### src/rtl/irq_arb_pkg.sv
package irq_arb_pkg;

    localparam int NSRC   = 7;
    localparam int SRC_W  = 3;

    // Source codes; numeric values are visible on the ports
    typedef enum logic [SRC_W-1:0] {
        SRC_TLZ  = 3'd0,
        SRC_HTM  = 3'd1,
        SRC_IVEC = 3'd2,
        SRC_CPUQ = 3'd3,
        SRC_DEVQ = 3'd4,
        SRC_RERR = 3'd5,
        SRC_SOFT = 3'd6
    } irq_src_e;

    // Hyper-state bit positions
    localparam int HS_TLZ_BIT  = 0;
    localparam int HS_HYP_BIT  = 2;
    localparam int HS_ID_BIT   = 11;

    // Software levels below this one yield to a pending interrupt vector
    localparam int IVEC_CUT_LVL = 6;

endpackage

### src/rtl/irq_lvl_enc.sv
module irq_lvl_enc #(
    parameter int W  = 16,
    parameter int LW = $clog2(W)
) (
    input  logic [W-1:0]  vec_i,
    output logic [LW-1:0] lvl_o
);
    // Highest set bit among W-1..1; bit 0 carries no level
    always_comb begin
        lvl_o = '0;
        for (int i = 1; i < W; i++) begin
            if (vec_i[i]) lvl_o = LW'(i);
        end
    end
endmodule

### src/rtl/irq_sel.sv
module irq_sel
    import irq_arb_pkg::*;
(
    input  logic [NSRC-1:0] pend_i,
    input  logic            req_i,
    input  logic            hyper_i,
    input  logic            ie_i,
    input  logic            tlz_en_i,
    input  logic            tl_zero_i,
    input  logic            lvl_gt_pil_i,
    input  logic            lvl_low_i,
    input  logic            soft_more_i,
    output logic            hit_o,
    output irq_src_e        code_o,
    output logic [NSRC-1:0] clr_o
);
    irq_src_e pick;
    logic     found;

    always_comb begin
        found = 1'b0;
        pick  = SRC_TLZ;
        if (hyper_i) begin
            if (ie_i) begin
                if (pend_i[SRC_HTM]) begin
                    found = 1'b1; pick = SRC_HTM;
                end else if (pend_i[SRC_IVEC]) begin
                    found = 1'b1; pick = SRC_IVEC;
                end
            end
        end else begin
            if (pend_i[SRC_TLZ] && tlz_en_i && tl_zero_i) begin
                found = 1'b1; pick = SRC_TLZ;
            end else if (pend_i[SRC_HTM]) begin
                found = 1'b1; pick = SRC_HTM;
            end else if (ie_i) begin
                if (pend_i[SRC_CPUQ]) begin
                    found = 1'b1; pick = SRC_CPUQ;
                end else if (pend_i[SRC_DEVQ]) begin
                    found = 1'b1; pick = SRC_DEVQ;
                end else if (pend_i[SRC_SOFT] && lvl_low_i && pend_i[SRC_IVEC]) begin
                    found = 1'b1; pick = SRC_IVEC;
                end else if (pend_i[SRC_SOFT] && lvl_gt_pil_i) begin
                    found = 1'b1; pick = SRC_SOFT;
                end else if (pend_i[SRC_RERR]) begin
                    found = 1'b1; pick = SRC_RERR;
                end
            end
        end
    end

    always_comb begin
        hit_o  = req_i && found;
        code_o = pick;
        clr_o  = '0;
        if (hit_o && !(pick == SRC_SOFT && soft_more_i)) begin
            clr_o = NSRC'(1) << pick;
        end
    end
endmodule

### src/rtl/irq_prio_arb.sv
module irq_prio_arb
    import irq_arb_pkg::*;
#(
    parameter int CNT_W = 4,
    parameter int SI_W  = 16,
    parameter int TL_W  = 3,
    parameter int HPS_W = 12
) (
    input  logic                     clk,
    input  logic                     rst_n,
    input  logic                     post_vld_i,
    input  logic [SRC_W-1:0]         post_code_i,
    input  logic                     req_i,
    input  logic                     ie_i,
    input  logic                     hp_we_i,
    input  logic [HPS_W-1:0]         hp_wdata_i,
    input  logic [TL_W-1:0]          tl_i,
    input  logic [$clog2(SI_W)-1:0]  pil_i,
    input  logic [SI_W-1:0]          softint_i,
    output logic                     irq_vld_o,
    output logic [SRC_W-1:0]         irq_code_o,
    output logic [$clog2(SI_W)-1:0]  irq_lvl_o,
    output logic                     any_pend_o,
    output logic [CNT_W-1:0]         pend_cnt_o,
    output logic                     post_err_o,
    output logic                     recheck_o,
    output logic [HPS_W-1:0]         hpstate_o
);
    localparam int LVL_W = $clog2(SI_W);
    localparam logic [CNT_W-1:0] CNT_MAX = '1;
    localparam logic [HPS_W-1:0] ID_MASK = HPS_W'(1) << HS_ID_BIT;

    typedef struct packed {
        logic [NSRC-1:0]  pend;
        logic [CNT_W-1:0] cnt;
        logic             vld;
        irq_src_e         code;
        logic [LVL_W-1:0] lvl;
        logic             err;
        logic             ie_prev;
        logic             recheck;
        logic [HPS_W-1:0] hps;
    } state_t;

    state_t st_d, st_q;

    logic [LVL_W-1:0] soft_lvl;
    logic [SI_W-1:0]  soft_rest;
    logic             soft_more;
    logic             sel_hit;
    irq_src_e         sel_code;
    logic [NSRC-1:0]  sel_clr;
    logic [NSRC-1:0]  post_set;
    logic             inc, dec, bad_post;

    irq_lvl_enc #(.W(SI_W), .LW(LVL_W)) u_lvl (
        .vec_i (softint_i),
        .lvl_o (soft_lvl)
    );

    always_comb begin
        soft_rest = softint_i & ~(SI_W'(1) << soft_lvl);
        soft_more = |soft_rest[SI_W-1:1];
    end

    irq_sel u_sel (
        .pend_i       (st_q.pend),
        .req_i        (req_i),
        .hyper_i      (st_q.hps[HS_HYP_BIT]),
        .ie_i         (ie_i),
        .tlz_en_i     (st_q.hps[HS_TLZ_BIT]),
        .tl_zero_i    (tl_i == '0),
        .lvl_gt_pil_i (soft_lvl > pil_i),
        .lvl_low_i    (soft_lvl < LVL_W'(IVEC_CUT_LVL)),
        .soft_more_i  (soft_more),
        .hit_o        (sel_hit),
        .code_o       (sel_code),
        .clr_o        (sel_clr)
    );

    always_comb begin
        st_d     = st_q;
        bad_post = post_vld_i && (int'(post_code_i) >= NSRC);
        post_set = (post_vld_i && !bad_post) ? (NSRC'(1) << post_code_i) : '0;
        inc      = |post_set;
        dec      = |(st_q.pend & sel_clr);

        st_d.pend = (st_q.pend & ~sel_clr) | post_set;
        if (inc && !dec) begin
            if (st_q.cnt != CNT_MAX) st_d.cnt = st_q.cnt + 1'b1;
        end else if (dec && !inc) begin
            if (st_q.cnt != '0) st_d.cnt = st_q.cnt - 1'b1;
        end

        st_d.vld     = sel_hit;
        st_d.code    = sel_code;
        st_d.lvl     = (sel_hit && sel_code == SRC_SOFT) ? soft_lvl : '0;
        st_d.err     = bad_post;
        st_d.ie_prev = ie_i;
        st_d.recheck = ie_i && !st_q.ie_prev;
        if (hp_we_i) st_d.hps = hp_wdata_i | ID_MASK;
    end

    always_ff @(posedge clk) begin
        if (!rst_n) begin
            st_q         <= '0;
            st_q.hps     <= ID_MASK;
        end else begin
            st_q         <= st_d;
        end
    end

    assign irq_vld_o  = st_q.vld;
    assign irq_code_o = st_q.code;
    assign irq_lvl_o  = st_q.lvl;
    assign any_pend_o = (st_q.cnt != '0);
    assign pend_cnt_o = st_q.cnt;
    assign post_err_o = st_q.err;
    assign recheck_o  = st_q.recheck;
    assign hpstate_o  = st_q.hps;


    deliver_was_pending_chk: assert property (@(posedge clk) disable iff (!rst_n)
        irq_vld_o |-> |($past(st_q.pend) & (NSRC'(1) << irq_code_o)));


    no_req_no_irq_chk: assert property (@(posedge clk) disable iff (!rst_n)
        !$past(req_i) |-> !irq_vld_o);


    hyper_gate_chk: assert property (@(posedge clk) disable iff (!rst_n)
        (irq_vld_o && $past(st_q.hps[HS_HYP_BIT])) |->
        ($past(ie_i) && (irq_code_o == SRC_HTM || irq_code_o == SRC_IVEC)));


    bad_post_chk: assert property (@(posedge clk) disable iff (!rst_n)
        post_err_o |-> ($past(post_vld_i) && $past(post_code_i) == 3'd7));


    idle_req_stable_chk: assert property (@(posedge clk) disable iff (!rst_n)
        ($past(req_i) && !irq_vld_o && !$past(post_vld_i)) |-> $stable(st_q.pend));


    recheck_edge_chk: assert property (@(posedge clk) disable iff (!rst_n)
        recheck_o |-> ($past(ie_i) && !$past(st_q.ie_prev)));
endmodule

### config.mk
export PLATFORM = sky130hd
export DESIGN_NAME = irq_prio_arb
export DESIGN_NICKNAME = d
export VERILOG_FILES = /design/src/rtl/irq_arb_pkg.sv /design/src/rtl/irq_lvl_enc.sv /design/src/rtl/irq_sel.sv /design/src/rtl/irq_prio_arb.sv
export SDC_FILE = /design/constraint.sdc
export NUM_CORES = 1
export LEC_CHECK = 0
export BUFFER_PORTS_ARGS = -buffer_cell sky130_fd_sc_hd__buf_2
export CAP_MARGIN = 30
export CORE_ASPECT_RATIO = 1.4
export CORE_MARGIN = 2
export CORE_UTILIZATION = 52
export CTS_BUF_LIST = sky130_fd_sc_hd__clkbuf_8
export DETAILED_ROUTE_END_ITERATION = 12
export PLACE_DENSITY_LB_ADDON = 0.25
export SLEW_MARGIN = 20
export SYNTH_ARGS = -nofsm -noshare
export SYNTH_HDL_FRONTEND = slang
export SYNTH_SLANG_ARGS = --single-unit
### constraint.sdc
create_clock -name clk -period 5.1 [get_ports clk]
set_input_delay 1.02 -clock clk [delete_from_list [all_inputs] [get_ports clk]]
set_output_delay 1.02 -clock clk [all_outputs]
set_load 0.05 [all_outputs]
==> results.md, run 1 <==
- Top-area cell type share of the netlist area: a little under a third
- Yosys top cell by area: dfxtp_1
- CTS max path bufs: 2
- Sw Ratio: about a third
- DR top layer: met4
- # rows: 27
- Post-Syn Area: about 2100 µm²
- Sequential power share: around 43%
- Fraction of the cycle the final worst path needs: between 80% and 90%
- HPWL Detailed: 3480 µm
- H-tree depth: 2
- Final Hold Viols: 0
- Setup TNS: 0 ns
- Post-Route M1 WL: between 1500 and 2000 µm
- # diodes: 0
- Fmax: around 0.22 GHz
- # port buffers: 67
- Root Buffer: clkbuf_8
- Commonest non-fill, non-tap cell in the layout: buf_2
- Hold_buf cts: 0
- Worst slew margin: roughly half
- Arr. time, crit path: between 4 and 5 ns
- WL met3: between 200 and 250 µm
- Hold Path Stages: 1
- Max-Cap Viols: 0
- Synth area leaders: dfxtp_1 (32%), buf_4 (8.3%), mux2i_1 (8.2%)
- Critical path type: input port to flop
- Crit path max-delay family: compound AO/OA/AOI/OAI gates
- Post-CTS setup buffers: 0
- Bufs and invs on worst path: 1
- Met2 wire len: approximately 2200 µm
- Fraction of registers with async set/reset: 0%
- # clock sinks: 33
- P_leak: approximately 0.0011 µW
- Register bit total from synthesis: 33
- VDD IR-drop max: 0.187 mV
- Die Ht: ~79 µm
- Synth warn: 0
- Clk Latency, worst-skew pair: ~0.28 ns
- Reg-to-Reg End: pend_cnt_o[3]
- Post-Syn Instances: about 260
- Part of the power in combinational logic: 28.5%
- Number of global-route vias before repair: ~1800
- CP cell instances: buf_2 > nor3b_2 > a2111oi_2 > a221oi_2 > a21oi_2 > ha_1 > nor2b_1 > o211ai_1 > a21o_1 > nand3_1 > o41a_1 > o211ai_1 > o22ai_2 > or2_1 > ha_1 > a21o_1 > a21oi_1 > nand2_1 > mux2i_1 > mux2i_1
- Register area: 661 µm²
- Multi-input gate area: approximately 1200 µm²
- Initial Util: between 50% and 60%
- R2r setup slk: ~1.7 ns
- Hold Startpoint: st_q[13]
- Vias post-DR: 1934
- Clock Pin Slew Worst Setup and Hold Paths: about 0.07 ns
- Min-Delay Path Class: flop to flop
- Initial drt markers: between 50 and 60
- Routed len/inst: about 13 µm
- Largest net degree at the start of global routing: 20
- Layout Nets: roughly 360
- Gpl congestion: 0.962
- Cell Count, Final, Fillers Out: 349
- EDFF count, synth: 0
- Final instance area: between 2000 and 2500 µm²
- Post-Route WL: 4420 µm
- Initial antenna violation count: 0
- Critical-path top delay cell: a2111oi_2
- Worst setup SP type: input port
- DRT antenna net count: 0
- Unrepaired setup endpoints after global routing: false
- Total CTS buffers: 5
- Skew final: roughly 0.0091 ns
- Max Slew Vio Count: 0
- Internal: ~430 µW
- CP max stage delay: approximately 0.43 ns
- Avg Inst Size Synth: approximately 8.2 µm²
- Share of cells above drive strength 1: approximately 29%
- # IOs: 71
- Drc violations: 0
- Area growth, synth to finish: 14.7%
- CP Capture Type: flop
- Most frequent cells in the layout: buf_2 (67), nor2_1 (35), dfxtp_1 (33)
- GRT overflow: 0
- Pwr/cell area: about 280 nW/µm²
- Sequential-to-total area share from yosys stat: about a third
- Reg2reg start: st_q[27]
- Clock power frac: between 20 and 30%
- Top_reg_cell synth: dfxtp_1
- Vias per cell: 5.54
- Worst-margin pin slew: 0.716 ns
- Placed instance area: 2310 µm²
- Filler cells: between 300 and 400
- Worst path required time: between 5 and 6 ns
- First-pass GRT wire length: 7300 µm
- Crit path max fanout: 5
- Post-CTS Resized: 0
- Cell count after placement: roughly 340
- Worst hold path endpoint: recheck_o
- Total track usage: around 20%
- Status: complete, no violations
- Sw Pwr: between 200 and 250 µW
- Minimum clock period: 4.57 ns
- DIE AREA: ~4500 µm²
- R2r worst-path depth: 14
- Detailed Routing Iterations Pass 1: 4
- Total power: between 600 and 700 µW
- Placeable Area: just under 4000 µm²
- Unique cell type count in the Yosys netlist: 58
- Final setup fails: 0
- Die X: about 58 µm
- Syn Nets: 307
- TritonCTS clock tree: built
registers in the layout, indices dropped and copies added (netlist names):
name	cells
hpstate_o	11
st_q	8
irq_lvl_o	4
pend_cnt_o	4
irq_code_o	3
irq_vld_o	1
post_err_o	1
recheck_o	1
power groups by stage:
| stage | Sequential, µW | Combinational [µW] | Clock [µW] |
|---|---|---|---|
| floorplan | 292 | 151 | 0 |
| global placement | 292 | 188 | 0 |
| detailed placement | 293 | 190 | 0 |
| CTS | 287 | 191 | 193 |
| global route | 290 | 207 | 204 |
| finish | 288 | 190 | 188 |
Yosys cell counts, types with 2 or more instances:
cell type / instances
o2111ai_1: 2
o32ai_1: 2
a21o_1: 3
clkbuf_1: 4
nand3_1: 6
nand2_1: 26
buf_4: 23
and2_1: 2
ha_1: 6
nand3b_1: 3
mux2i_1: 17
a21boi_1: 3
nor3_1: 4
dfxtp_1: 33
inv_1: 11
nor4_1: 2
o211ai_1: 2
o21ai_0: 10
or3_1: 2
nand2b_1: 4
o21ai_1: 3
nor2_1: 35
nand4_1: 3
nor2b_1: 5
a21oi_1: 10
o31ai_1: 2
o21a_1: 2
layout make-up:
type                    instances  area share (%)
clock inverters                 3           0.732
clock buffers                   5            2.88
well taps                      43            2.25
flip-flops and latches         33            27.6
multi-input cells             182            49.6
inverters                      13            2.04
repair buffers                 70            15.0
through the flow:
| step | worst slack [ns] | hold WS, ns | utilization [%] |
|---|---|---|---|
| 2_1_floorplan | 0.560 | 0.367 | - |
| 5_1_grt | 0.147 | 0.412 | 61.6 |
| 6_report | 0.528 | 0.387 | 61.6 |
| 3_5_place_dp | 0.229 | 0.378 | 59.4 |
| 3_3_place_gp | 0.296 | 0.371 | 59.4 |
| 4_1_cts | 0.518 | 0.388 | 61.6 |
layer usage:
metal / GRT usage, % / vias to the layer above
met1: 21.4 / 873
met3: 3.26 / 13
met4: 10.5 / 0
met5: 0 / -
li1: - / 992
met2: 36.7 / 56
worst register-to-register path, stage by stage (launching register included):
cell and delay, ns:
dfxtp_1 0.34, nand2_1 0.06, nor4_1 0.55, nor2_1 0.14, a22o_1 0.23, o21ai_1 0.38
nor2_1 0.16, o22ai_2 0.25, or2_1 0.21, ha_1 0.25, a21o_1 0.17, a21oi_1 0.17
nand2_1 0.07, mux2i_1 0.17, mux2i_1 0.19
cell families (layout without fill, tap and decap cells):
family          Yosys count  in the layout  synth area share (%)
flops                    33             33                  31.7
xor+xnor                  1              1                 0.420
fa+ha+maj                 7              7                  4.56
buf+inv                  41             91                  11.5
compound gates           56             56                  19.5
simple gates            100            100                  24.0
mux                      17             17                  8.15
other cells               1              1                 0.180
worst max-delay path by stage:
stage,from,to,slack (ns),cells after the start
2_1_floorplan,softint_i[5],pend_cnt_o[3],0.56,18
3_3_place_gp,softint_i[5],pend_cnt_o[3],0.30,20
3_5_place_dp,softint_i[5],pend_cnt_o[3],0.23,20
4_1_cts,softint_i[5],pend_cnt_o[3],0.52,20
5_1_grt,softint_i[5],pend_cnt_o[3],0.15,20
6_report,softint_i[5],pend_cnt_o[3],0.53,20
Note: power is estimated with default switching activity, not from simulation.
==> run 2: changes to the inputs <==
- CORE_UTILIZATION: 52 -> 53
- SYNTH_HIERARCHICAL: unset -> 1
==> run 2 against run 1 <==
Synthesized cell count is 1.2% higher; first-iteration DRC count is 110% higher; via count is 12% higher; final cell count is 12% higher; maximum frequency is 9.0% lower; critical endpoint unchanged.
==> results.md, run 2 <==
- Multi-input gate area: 1410 µm² (+19%)
- Synth warn: 6 (+6)
- Register area: 661 µm² (unchanged)
- Reg2reg start: st_q[29]
- Reg-to-Reg End: pend_cnt_o[3]
- Pwr/cell area: 238 nW/µm² (-14%)
- Placeable Area: 3950 µm² (+1.7%)
- Minimum clock period: 5.02 ns (+0.453 ns)
- R2r worst-path depth: 16 (+2)
- Internal: 464 µW (+7.4%)
- TritonCTS clock tree: built
- Sequential power share: 40.5% (-2.7 points)
- Max Slew Vio Count: 0 (unchanged)
- Hold_buf cts: 0 (unchanged)
- Most common cell in the synthesized netlist: dfxtp_1
- Sw Ratio: 34.1% (-1.1 points)
- Top-area cell type share of the netlist area: 30.2% (-1.5 points)
- # port buffers: 67 (unchanged)
- Die X: 58.3 µm (+1.3%)
- Status: complete, no violations
- P_leak: 0.00139 µW (+24%)
- GRT overflow: 0 (unchanged)
- EDFF count, synth: 0 (unchanged)
- Detailed Routing Iterations Pass 1: 4 (unchanged)
- Cell count after placement: 378 (+11%)
- Yosys top cell by area: dfxtp_1
- H-tree depth: 2 (unchanged)
- Sequential-to-total area share from yosys stat: 30.2% (-1.5 points)
- VDD IR-drop max: 0.252 mV (+35%)
- Initial Util: 55.4% (+1.6 points)
- CTS max path bufs: 2 (unchanged)
- # rows: 27 (unchanged)
- Max-Cap Viols: 0 (unchanged)
- Worst hold path endpoint: recheck_o
- Post-Syn Instances: 259 (+1.2%)
- Synth area leaders: dfxtp_1 (30%), buf_4 (8.2%), mux2i_1 (6.4%)
- Fraction of registers with async set/reset: 0% (unchanged)
- Syn Nets: 310 (+0.98%)
- Fin Hold WS: 0.379 ns (-0.00825 ns)
- Routed len/inst: 14.4 µm (+14%)
- Share of cells above drive strength 1: 42.8% (+14 points)
- Initial drt markers: 111 (+110%)
- Unique cell type count in the Yosys netlist: 56 (-3.4%)
- Root Buffer: clkbuf_8
- Part of the power in combinational logic: 32.1% (+3.6 points)
- Total track usage: 23.3% (+3.3 points)
- DIE AREA: 4670 µm² (+2.7%)
- Commonest non-fill, non-tap cell in the layout: buf_2
- Register bit total from synthesis: 33 (unchanged)
- Max reg flops: 11 (unchanged)
- Final Hold Viols: 0 (unchanged)
- Fmax: 0.199 GHz (-9.0%)
- Commonest cells in the netlist: dfxtp_1 (33), buf_4 (24), nor2b_1 (19)
- Vias post-DR: 2161 (+12%)
- Skew final: 0.00243 ns (-0.00672 ns)
- R2r setup slk: 1.95 ns (+0.23 ns)
- Critical path type: input port to flop
- # diodes: 0 (unchanged)
- Cell Count, Final, Fillers Out: 391 (+12%)
- Post-Route WL: 5630 µm (+27%)
- Post-Syn Area: 2190 µm² (+4.9%)
- DP Worst Slack: -0.247 ns (-0.476 ns)
- CP Capture Type: flop
- DRT antenna net count: 0 (unchanged)
- Hold Path Stages: 1 (unchanged)
- Most frequent cells in the layout: buf_2 (65), buf_4 (44), dfxtp_1 (33)
- Die Ht: 80.0 µm (+1.4%)
- # IOs: 71 (unchanged)
- Worst path required time: 5.28 ns (-0.04 ns)
- Fraction of the cycle the final worst path needs: 98.5% (+8.9 points)
- Top_reg_cell synth: dfxtp_1
- Clock power frac: 27.3% (-1.0 points)
- Unrepaired setup endpoints after global routing: true
- Filler cells: 294 (-23%)
- Crit path max fanout: 3 (-2)
- Area growth, synth to finish: 34.8%
- First-pass GRT wire length: 8460 µm (+16%)
- # clock sinks: 33 (unchanged)
- Largest net degree at the start of global routing: 30 (+50%)
- HPWL Detailed: 4050 µm (+16%)
- Layout Nets: 398 (+12%)
- Total power: 703 µW (+5.6%)
- Vias per cell: 5.53 (-0.27%)
- Number of global-route vias before repair: 1997 (+13%)
- Arr. time, crit path: 5.21 ns (+0.42 ns)
- Initial antenna violation count: 0 (unchanged)
- Worst setup SP type: input port
- Total CTS buffers: 5 (unchanged)
- Worst Setup Slack, final: 0.0754 ns (-0.453 ns)
- Final setup fails: 0 (unchanged)
- Min-Delay Path Class: flop to flop
- Clock Pin Slew Worst Setup and Hold Paths: 0.07 ns (about the same)
- Avg Inst Size Synth: 8.45 µm² (+3.6%)
- Drc violations: 0 (unchanged)
- Sw Pwr: 240 µW (+2.2%)
- Clk Latency, worst-skew pair: 0.29 ns (about the same)
- Hold Startpoint: st_q[13]
- Gpl congestion: 0.938 (-2.5%)
-- run 2: what timing repair did --
action,in CTS,in global routing
resized for setup,0,25
setup endpoints to repair,0,3
setup buffers,0,6
-- run 2: worst max-delay path, cell delays in order --
cell and delay, ns:
buf_6 0.09, or3b_4 0.40, a311oi_4 0.33, a31oi_4 0.07, inv_4 0.09, ha_4 0.13
nor2b_2 0.03, o21ai_1 0.13, nand2b_1 0.08, a21oi_2 0.14, a41oi_2 0.06, a21o_1 0.20
and3_4 0.18, o31a_1 0.29, or3b_4 0.27, nor2_4 0.05, a222oi_1 0.36, nand3_2 0.14
inv_2 0.10, nand3_4 0.09, ha_4 0.25, a21o_1 0.16, a21oi_2 0.15, nand2_1 0.09
o2bb2a_4 0.21, mux2i_1 0.11
-- run 2: per-layer routing --
layer / global-route usage (%) / vias to the layer above / share of wire, %
met1: 24.5 / 1004 / 40
met2: 43.1 / 66 / 53
met3: 4.21 / 13 / 4.9
met5: 0 / - / 0
li1: - / 1078 / -
met4: 11.2 / 0 / 2.3
-- run 2: final cells by class --
cell class	count	share of cell area (%)
multi-input combinational	181	47.9
timing repair buffer	111	23.0
sequential	33	22.4
clock buffer	5	2.33
inverter	15	1.99
tap	43	1.82
clock inverter	3	0.594
-- run 2: worst max path at each step --
stage                  startpoint       endpoint  slack [ns]  depth (start not counted)
floorplan           softint_i[11]  pend_cnt_o[3]        0.01                         26
global placement    softint_i[11]  pend_cnt_o[3]       -0.19                         25
detailed placement  softint_i[11]  pend_cnt_o[3]       -0.25                         25
CTS                 softint_i[11]  pend_cnt_o[3]      0.0005                         26
global route         softint_i[9]  pend_cnt_o[3]       -0.14                         27
finish               softint_i[9]  pend_cnt_o[3]        0.08                         26
-- run 2: power groups by stage --
stage | Clock (µW) | Combinational (µW) | Sequential [µW]
floorplan | 0 | 144 | 291
global placement | 0 | 199 | 290
global route | 206 | 243 | 287
detailed placement | 0 | 203 | 290
CTS | 198 | 204 | 285
finish | 192 | 226 | 285
-- run 2: cell families (layout without fill, tap and decap cells) --
logic type / count (synthesis) / after routing / synth area share (%)
mux: 17 / 17 / 8.46
other cells: 1 / 1 / 0.171
compound gates: 50 / 50 / 17.3
fa+ha+maj: 7 / 7 / 4.35
xor+xnor: 2 / 2 / 0.801
simple gates: 104 / 104 / 26.8
flops: 33 / 33 / 30.2
buf+inv: 45 / 134 / 11.9
-- run 2: metrics by stage --
step	TNS (ns)	util (%)	instance area, µm²
final	0	74.6	2950
after global routing	-0.203	74.6	2950
after CTS	0	70.0	2770
after detailed placement	-0.295	67.8	2680
after global placement	-0.188	67.8	2680
after floorplan	0	-	2210
